[config.mk]
export PLATFORM = sky130hd
export DESIGN_NAME = ide_pio_timer
export DESIGN_NICKNAME = d
export VERILOG_FILES = /design/src/rtl/ide_pio_pkg.sv /design/src/rtl/ide_pio_regs.sv /design/src/rtl/ide_pio_seq.sv /design/src/rtl/ide_pio_timer.sv
export SDC_FILE = /design/constraint.sdc
export NUM_CORES = 1
export LEC_CHECK = 0
export ABC_AREA = 1
export CAP_MARGIN = 40
export CORE_ASPECT_RATIO = 0.7
export CORE_MARGIN = 2
export CORE_UTILIZATION = 59
export DETAILED_ROUTE_END_ITERATION = 10
export PLACE_DENSITY = 0.8
export SYNTH_ARGS = -nofsm -noshare
export SYNTH_HDL_FRONTEND = slang
export SYNTH_HIERARCHICAL = 1
export SYNTH_SLANG_ARGS = --single-unit
[constraint.sdc]
create_clock -name clk -period 2.2 [get_ports clk]
set_clock_uncertainty 0.1 [all_clocks]
set_input_delay 0.22 -clock clk [delete_from_list [all_inputs] [get_ports clk]]
set_output_delay 0.22 -clock clk [all_outputs]
set_load 0.01 [all_outputs]
[src/rtl/ide_pio_pkg.sv]
package ide_pio_pkg;
  localparam int REG_AW   = 4;
  localparam int DATA_W   = 8;
  localparam int CNT_W    = 5;
  localparam int REV_W    = 2;
  localparam int NUM_REGS = 9;

  localparam int A_CMDTIM  = 0;
  localparam int A_SETUP0  = 1;
  localparam int A_RWTIM0  = 2;
  localparam int A_SETUP1  = 3;
  localparam int A_RWTIM1  = 4;
  localparam int A_SETUPSH = 5;
  localparam int A_RWTIMSH = 6;
  localparam int A_CTRL    = 7;
  localparam int A_BURST   = 8;

  localparam int SEC_EN_BIT = 3;

  typedef enum logic [1:0] {PH_IDLE, PH_SETUP, PH_ACTIVE, PH_RECOV} phase_t;

  typedef struct packed {
    logic loadReq;
  } ctrlStrobe_t;

  typedef struct packed {
    logic [CNT_W-1:0] setupClk;
    logic [CNT_W-1:0] activeClk;
    logic [CNT_W-1:0] recovClk;
  } timing_t;

  function automatic logic [DATA_W-1:0] resetValue(input int idx);
    return (idx == A_BURST) ? DATA_W'(8'h40) : '0;
  endfunction

  // non-monotonic two-bit setup code
  function automatic logic [CNT_W-1:0] decodeSetup(input logic [1:0] code);
    case (code)
      2'b00:   return CNT_W'(4);
      2'b10:   return CNT_W'(3);
      2'b01:   return CNT_W'(2);
      default: return CNT_W'(5);
    endcase
  endfunction

  function automatic logic [CNT_W-1:0] decodeActive(input logic [3:0] nib);
    if (nib == 4'd0)      return CNT_W'(16);
    else if (nib < 4'd2)  return CNT_W'(2);
    else                  return CNT_W'(nib);
  endfunction

  function automatic logic [CNT_W-1:0] decodeRecov(input logic [3:0] nib,
                                                   input logic [REV_W-1:0] rev);
    logic [CNT_W-1:0] base;
    base = (nib == 4'd0) ? CNT_W'(16) : CNT_W'(nib);
    return (rev > REV_W'(1)) ? base + CNT_W'(1) : base;
  endfunction
endpackage

[src/rtl/ide_pio_regs.sv]
module ide_pio_regs
  import ide_pio_pkg::*;
(
  input  logic              clk,
  input  logic              rstN,
  input  logic              regWe,
  input  logic [REG_AW-1:0] regAddr,
  input  logic [DATA_W-1:0] regWdata,
  output logic [DATA_W-1:0] regRdata,
  input  logic [1:0]        reqDrive,
  input  logic              reqCmd,
  input  logic [REV_W-1:0]  chipRev,
  input  ctrlStrobe_t       strobes,
  output logic              secEnable,
  output timing_t           curTiming
);
  logic [DATA_W-1:0] regFile [NUM_REGS];

  for (genvar g = 0; g < NUM_REGS; g++) begin : g_reg
    always_ff @(posedge clk) begin
      if (!rstN)
        regFile[g] <= resetValue(g);
      else if (regWe && regAddr == REG_AW'(g))
        regFile[g] <= regWdata;
    end
  end

  always_comb begin
    regRdata = '0;
    for (int i = 0; i < NUM_REGS; i++)
      if (regAddr == REG_AW'(i)) regRdata = regFile[i];
  end

  assign secEnable = regFile[A_CTRL][SEC_EN_BIT];

  logic [DATA_W-1:0] setupByte;
  logic [DATA_W-1:0] rwByte;
  timing_t           nextTiming;

  always_comb begin
    case (reqDrive)
      2'd0:    begin setupByte = regFile[A_SETUP0];  rwByte = regFile[A_RWTIM0];  end
      2'd1:    begin setupByte = regFile[A_SETUP1];  rwByte = regFile[A_RWTIM1];  end
      default: begin setupByte = regFile[A_SETUPSH]; rwByte = regFile[A_RWTIMSH]; end
    endcase
    if (reqCmd && regFile[A_CMDTIM] == '0) begin
      nextTiming.setupClk  = decodeSetup(2'b00);
      nextTiming.activeClk = decodeActive(4'd0);
      nextTiming.recovClk  = decodeRecov(4'd0, chipRev);
    end else begin
      nextTiming.setupClk  = decodeSetup(setupByte[7:6]);
      nextTiming.activeClk = decodeActive(rwByte[7:4]);
      nextTiming.recovClk  = decodeRecov(rwByte[3:0], chipRev);
    end
  end

  always_ff @(posedge clk) begin
    if (!rstN) begin
      curTiming.setupClk  <= CNT_W'(4);
      curTiming.activeClk <= CNT_W'(16);
      curTiming.recovClk  <= CNT_W'(16);
    end else if (strobes.loadReq) begin
      curTiming <= nextTiming;
    end
  end


  sec_gate_chk: assert property (@(posedge clk) disable iff (!rstN)
    strobes.loadReq && reqDrive[1] |-> secEnable);

  active_min_chk: assert property (@(posedge clk) disable iff (!rstN)
    curTiming.activeClk >= CNT_W'(2) && curTiming.activeClk <= CNT_W'(16));

  recov_range_chk: assert property (@(posedge clk) disable iff (!rstN)
    curTiming.recovClk >= CNT_W'(1) && curTiming.recovClk <= CNT_W'(17));

  setup_range_chk: assert property (@(posedge clk) disable iff (!rstN)
    curTiming.setupClk >= CNT_W'(2) && curTiming.setupClk <= CNT_W'(5));
endmodule

[src/rtl/ide_pio_seq.sv]
module ide_pio_seq
  import ide_pio_pkg::*;
(
  input  logic        clk,
  input  logic        rstN,
  input  logic        reqValid,
  input  logic [1:0]  reqDrive,
  input  logic        reqWrite,
  input  logic        secEnable,
  input  timing_t     curTiming,
  output ctrlStrobe_t strobes,
  output logic        rdStrobe,
  output logic        wrStrobe,
  output logic        busy,
  output logic        done
);
  phase_t           phase;
  logic [CNT_W-1:0] cnt;
  logic [CNT_W-1:0] limit;
  logic             isWrite;
  logic             accept;

  assign accept = reqValid && (phase == PH_IDLE) && (!reqDrive[1] || secEnable);
  assign strobes.loadReq = accept;

  always_comb begin
    case (phase)
      PH_SETUP:  limit = curTiming.setupClk;
      PH_ACTIVE: limit = curTiming.activeClk;
      PH_RECOV:  limit = curTiming.recovClk;
      default:   limit = '0;
    endcase
  end

  always_ff @(posedge clk) begin
    if (!rstN) begin
      phase   <= PH_IDLE;
      cnt     <= '0;
      isWrite <= 1'b0;
    end else if (phase == PH_IDLE) begin
      if (accept) begin
        phase   <= PH_SETUP;
        cnt     <= CNT_W'(1);
        isWrite <= reqWrite;
      end
    end else if (cnt == limit) begin
      cnt <= CNT_W'(1);
      case (phase)
        PH_SETUP:  phase <= PH_ACTIVE;
        PH_ACTIVE: phase <= PH_RECOV;
        default:   phase <= PH_IDLE;
      endcase
    end else begin
      cnt <= cnt + CNT_W'(1);
    end
  end

  assign busy     = (phase != PH_IDLE);
  assign done     = (phase == PH_RECOV) && (cnt == limit);
  assign rdStrobe = (phase == PH_ACTIVE) && !isWrite;
  assign wrStrobe = (phase == PH_ACTIVE) && isWrite;


  done_ends_chk: assert property (@(posedge clk) disable iff (!rstN)
    done |=> !busy);

  strobe_excl_chk: assert property (@(posedge clk) disable iff (!rstN)
    $onehot0({rdStrobe, wrStrobe}) && (busy || !(rdStrobe || wrStrobe)));

  no_abort_chk: assert property (@(posedge clk) disable iff (!rstN)
    busy && !done |=> busy && $stable(isWrite));

  cnt_bound_chk: assert property (@(posedge clk) disable iff (!rstN)
    busy |-> cnt >= CNT_W'(1) && cnt <= limit);
endmodule

[src/rtl/ide_pio_timer.sv]
module ide_pio_timer
  import ide_pio_pkg::*;
(
  input  logic              clk,
  input  logic              rstN,
  input  logic [REV_W-1:0]  chipRev,
  input  logic              regWe,
  input  logic [REG_AW-1:0] regAddr,
  input  logic [DATA_W-1:0] regWdata,
  output logic [DATA_W-1:0] regRdata,
  input  logic              reqValid,
  input  logic [1:0]        reqDrive,
  input  logic              reqWrite,
  input  logic              reqCmd,
  output logic              rdStrobe,
  output logic              wrStrobe,
  output logic              busy,
  output logic              done
);
  ctrlStrobe_t strobes;
  timing_t     curTiming;
  logic        secEnable;

  ide_pio_regs u_regs (
    .clk       (clk),
    .rstN      (rstN),
    .regWe     (regWe),
    .regAddr   (regAddr),
    .regWdata  (regWdata),
    .regRdata  (regRdata),
    .reqDrive  (reqDrive),
    .reqCmd    (reqCmd),
    .chipRev   (chipRev),
    .strobes   (strobes),
    .secEnable (secEnable),
    .curTiming (curTiming)
  );

  ide_pio_seq u_seq (
    .clk       (clk),
    .rstN      (rstN),
    .reqValid  (reqValid),
    .reqDrive  (reqDrive),
    .reqWrite  (reqWrite),
    .secEnable (secEnable),
    .curTiming (curTiming),
    .strobes   (strobes),
    .rdStrobe  (rdStrobe),
    .wrStrobe  (wrStrobe),
    .busy      (busy),
    .done      (done)
  );
endmodule

==> out/metrics.yaml <==
clock_tree:
  clock-sinks: 93
  cts_root_buf: "clkbuf_16"
  htree_levels: 3
  cts_buffers: 9
  cts_hold_buf: 0
  path_clk_slew_ps: 70
  clkLatencyLatePin_ps: 340
  tritoncts: "yes"
  clockBufferDepth: 2
logic_synthesis:
  synth.area.top_cells: "edfxtp_1 (44%), nand2_1 (12%), nor2_1 (9.7%), dfxtp_1 (8.5%), inv_1 (4.0%)"
  netlist_area_sq_mm: 0.004952
  async_reset_ff_share_pct: 0
  avgSynthCellArea_sq_um: 8.213
  ys_ff_latch: 93
  syn_inst: 603
  ys_seq_area_share_pct: 52.15
  synthFlopType: "edfxtp_1"
  yosysWarnings: 6
  yosys.area.top_type: "edfxtp_1"
  synth_edf_count: 72
  synth_cell_types: 37
  synth_top_cell_area_share_pct: 43.66
sta:
  fin_ws_ps: -54.47
  finalSetupViolCount: 1
  rsz0062_at_grt: "true"
  maxSlewViolCount: 0
  fin_tns_setup_ps: -54.47
  clock.fmax_mhz: 443.6
  finalCritPeriodShare_pct: 102.5
  period_needed_ps: 2254
  finalHoldWorstSlack_ps: 355.4
  finalHoldViolCount: 0
worst_setup_path:
  worstPathCellList: "inv_4 -> buf_6 -> ha_4 -> clkinv_4 -> nand2_1 -> nand2_1 -> nand2_2 -> nand2_2 -> nor2_2 -> nand2_1 -> nor2_1 -> buf_2"
  end_kind: "output pin"
  r2r_slack_ps: 30
  startpoint_type: "flip-flop"
  crit_top_cell: "nand2_1"
  r2r-end: "u_seq/phase[1]"
  r2r_start: "u_seq/phase[1]"
  critPathMaxFanout: 5
  cp-endpoint: "done"
  cp_data_required_time_ps: 1880
  arrival_ps: 1930
  crit_path_max_incr_delay_ps: 380
  path_class: "flip-flop to output pin"
  crit_path_start: "u_seq/phase[1]"
  critical_path.slowest_cell: "dfxtp_4"
  rr_worst_depth: 14
run_status:
  violations: "setup timing"
  outcome: "complete, but fails checks"
cells_and_area:
  fill_cells: 539
  layout_common_cells: "nand2_1 (144), nor2_1 (123), edfxtp_1 (72)"
  post-route-util_pct: 77.48
  fin_nets: 722
  drive_gt1_share_pct: 20.72
  syn_to_final_growth_pct: 25.27
  final_common_cell: "nand2_1"
  diodes: 0
detailed_routing:
  vias_per_cell: 5.828
  wire_per_inst_microns: 18.60
  wirelength_microns: 14810
  dr.pass1.iters: 5
  vias: 4639
  drt_iter0_drc: 627
  drc_errors: 0
  drtAntennaViolNets: 0
grt:
  track_usage_pct: 32.21
  grt_start_max_net_pins: 18
  grt_pass1_wl_microns: 21730
  overflow: 0
  grt_pass1_vias: 4304
  antenna_found_initial: 0
place:
  io_buffer_count: 32
  place.gp.congestion: 0.9591
  dp_hpwl_microns: 10200
  dp_slack_ps: -318.5
floorplanning:
  start_util_pct: 61.85
  num_rows: 27
  die_width_microns: 113.5
  io_pins: 34
  core_area_sq_mm: 0.008006
  fp.dieArea_sq_mm: 0.009154
  dieHeight_microns: 80.65
pwr:
  max-vdd-ir-drop_uv: 668.7
  fin_total_pwr_uw: 5503
  power.density_mw_per_mm2: 887.1
  p_leak_uw: 0.002755
worst_hold_path:
  hp-start: "u_regs/curTiming[11]"
  hold_class: "flip-flop to flip-flop"
flow_run:
  drv_cap: 0
==> final cells by class <==
class	count	area, sq um	area share [%]
clock buffers	10	229.0	3.691
flip-flops and latches	93	2590	41.75
well taps	101	126.4	2.037
repair inverters	1	8.758	0.1412
inverters	69	271.5	4.377
clock inverters	6	47.55	0.7664
repair buffers	84	728.2	11.74
multi-input cells	432	2202	35.50
==> what timing repair did <==
action                     4_1_cts  5_1_grt
gates resized for setup         28       42
setup buffers                    4        5
pin swaps                        0       14
setup endpoints to repair       10        8
cloned                           0        1
==> how the worst min path moves through the flow <==
stage | to | slack [ps] | cells past startpoint
after floorplan | u_seq/phase[0] | 240 | 2
after global placement | u_regs/curTiming[11] | 340 | 1
after detailed placement | u_regs/curTiming[11] | 340 | 1
after CTS | u_regs/curTiming[11] | 360 | 1
after global routing | u_regs/curTiming[12] | 390 | 2
final | u_regs/curTiming[11] | 360 | 1
==> logic make-up (layout without fill, tap and decap cells) <==
group                      count (synthesis)  in the layout  synth area share (%)
AOI/OAI and AO/OA                         44             44                 4.952
xor gates and xnor gates                   1              1                0.1769
adders and majority gates                 10             10                 2.527
buffers and inverters                     79            170                 6.468
DFF                                       93             93                 52.15
other                                      1              2               0.07572
and+or+nand+nor                          375            375                 33.65
==> per-stage QoR <==
stage,area [sq um],cells
2_1_floorplan,4956,604
3_3_place_gp,5680,770
3_5_place_dp,5680,770
4_1_cts,6021,790
5_1_grt,6203,796
6_report,6203,796
==> flip-flops by register name (all words and copies together), names as in the netlist <==
register	count
u_regs/regFile	72
u_regs/curTiming	13
u_seq/cnt	5
u_seq/phase	2
u_seq/isWrite	1
==> worst max-delay path: cells and delay by family (launching register included) <==
family,cells,cell delay [ps]
adders and majority gates,1,180
buffers and inverters,4,410
DFF,1,380
and+or+nand+nor,7,620
==> power breakdown <==
group / leakage [uW] / switching [uW] / total [uW] / internal, uW
logic: 0.00176 / 1070 / 1840 / 765
registers: 0.000863 / 157 / 2220 / 2070
clock network: 0.000135 / 668 / 1440 / 776
==> metal layers <==
| metal | vias up | GRT usage, % | routed length [microns] |
|---|---|---|---|
| li1 | 2124 | - | - |
| met1 | 2098 | 45.56 | 5843 |
| met2 | 363 | 48.32 | 6466 |
| met3 | 54 | 9.132 | 2050 |
| met4 | 0 | 10.00 | 448 |
| met5 | - | 0 | 0 |
==> cell usage after synthesis (4+ instances only) <==
| library cell | number |
|---|---|
| a21oi_1 | 20 |
| clkbuf_1 | 5 |
| clkinv_1 | 8 |
| dfxtp_1 | 21 |
| edfxtp_1 | 72 |
| ha_1 | 10 |
| inv_1 | 53 |
| inv_2 | 6 |
| nand2_1 | 156 |
| nand2_2 | 7 |
| nand3_1 | 38 |
| nand3_2 | 14 |
| nand4_1 | 11 |
| nor2_1 | 128 |
| nor2_2 | 4 |
| o21ai_0 | 13 |
Note: power is estimated with default switching activity, not from simulation.
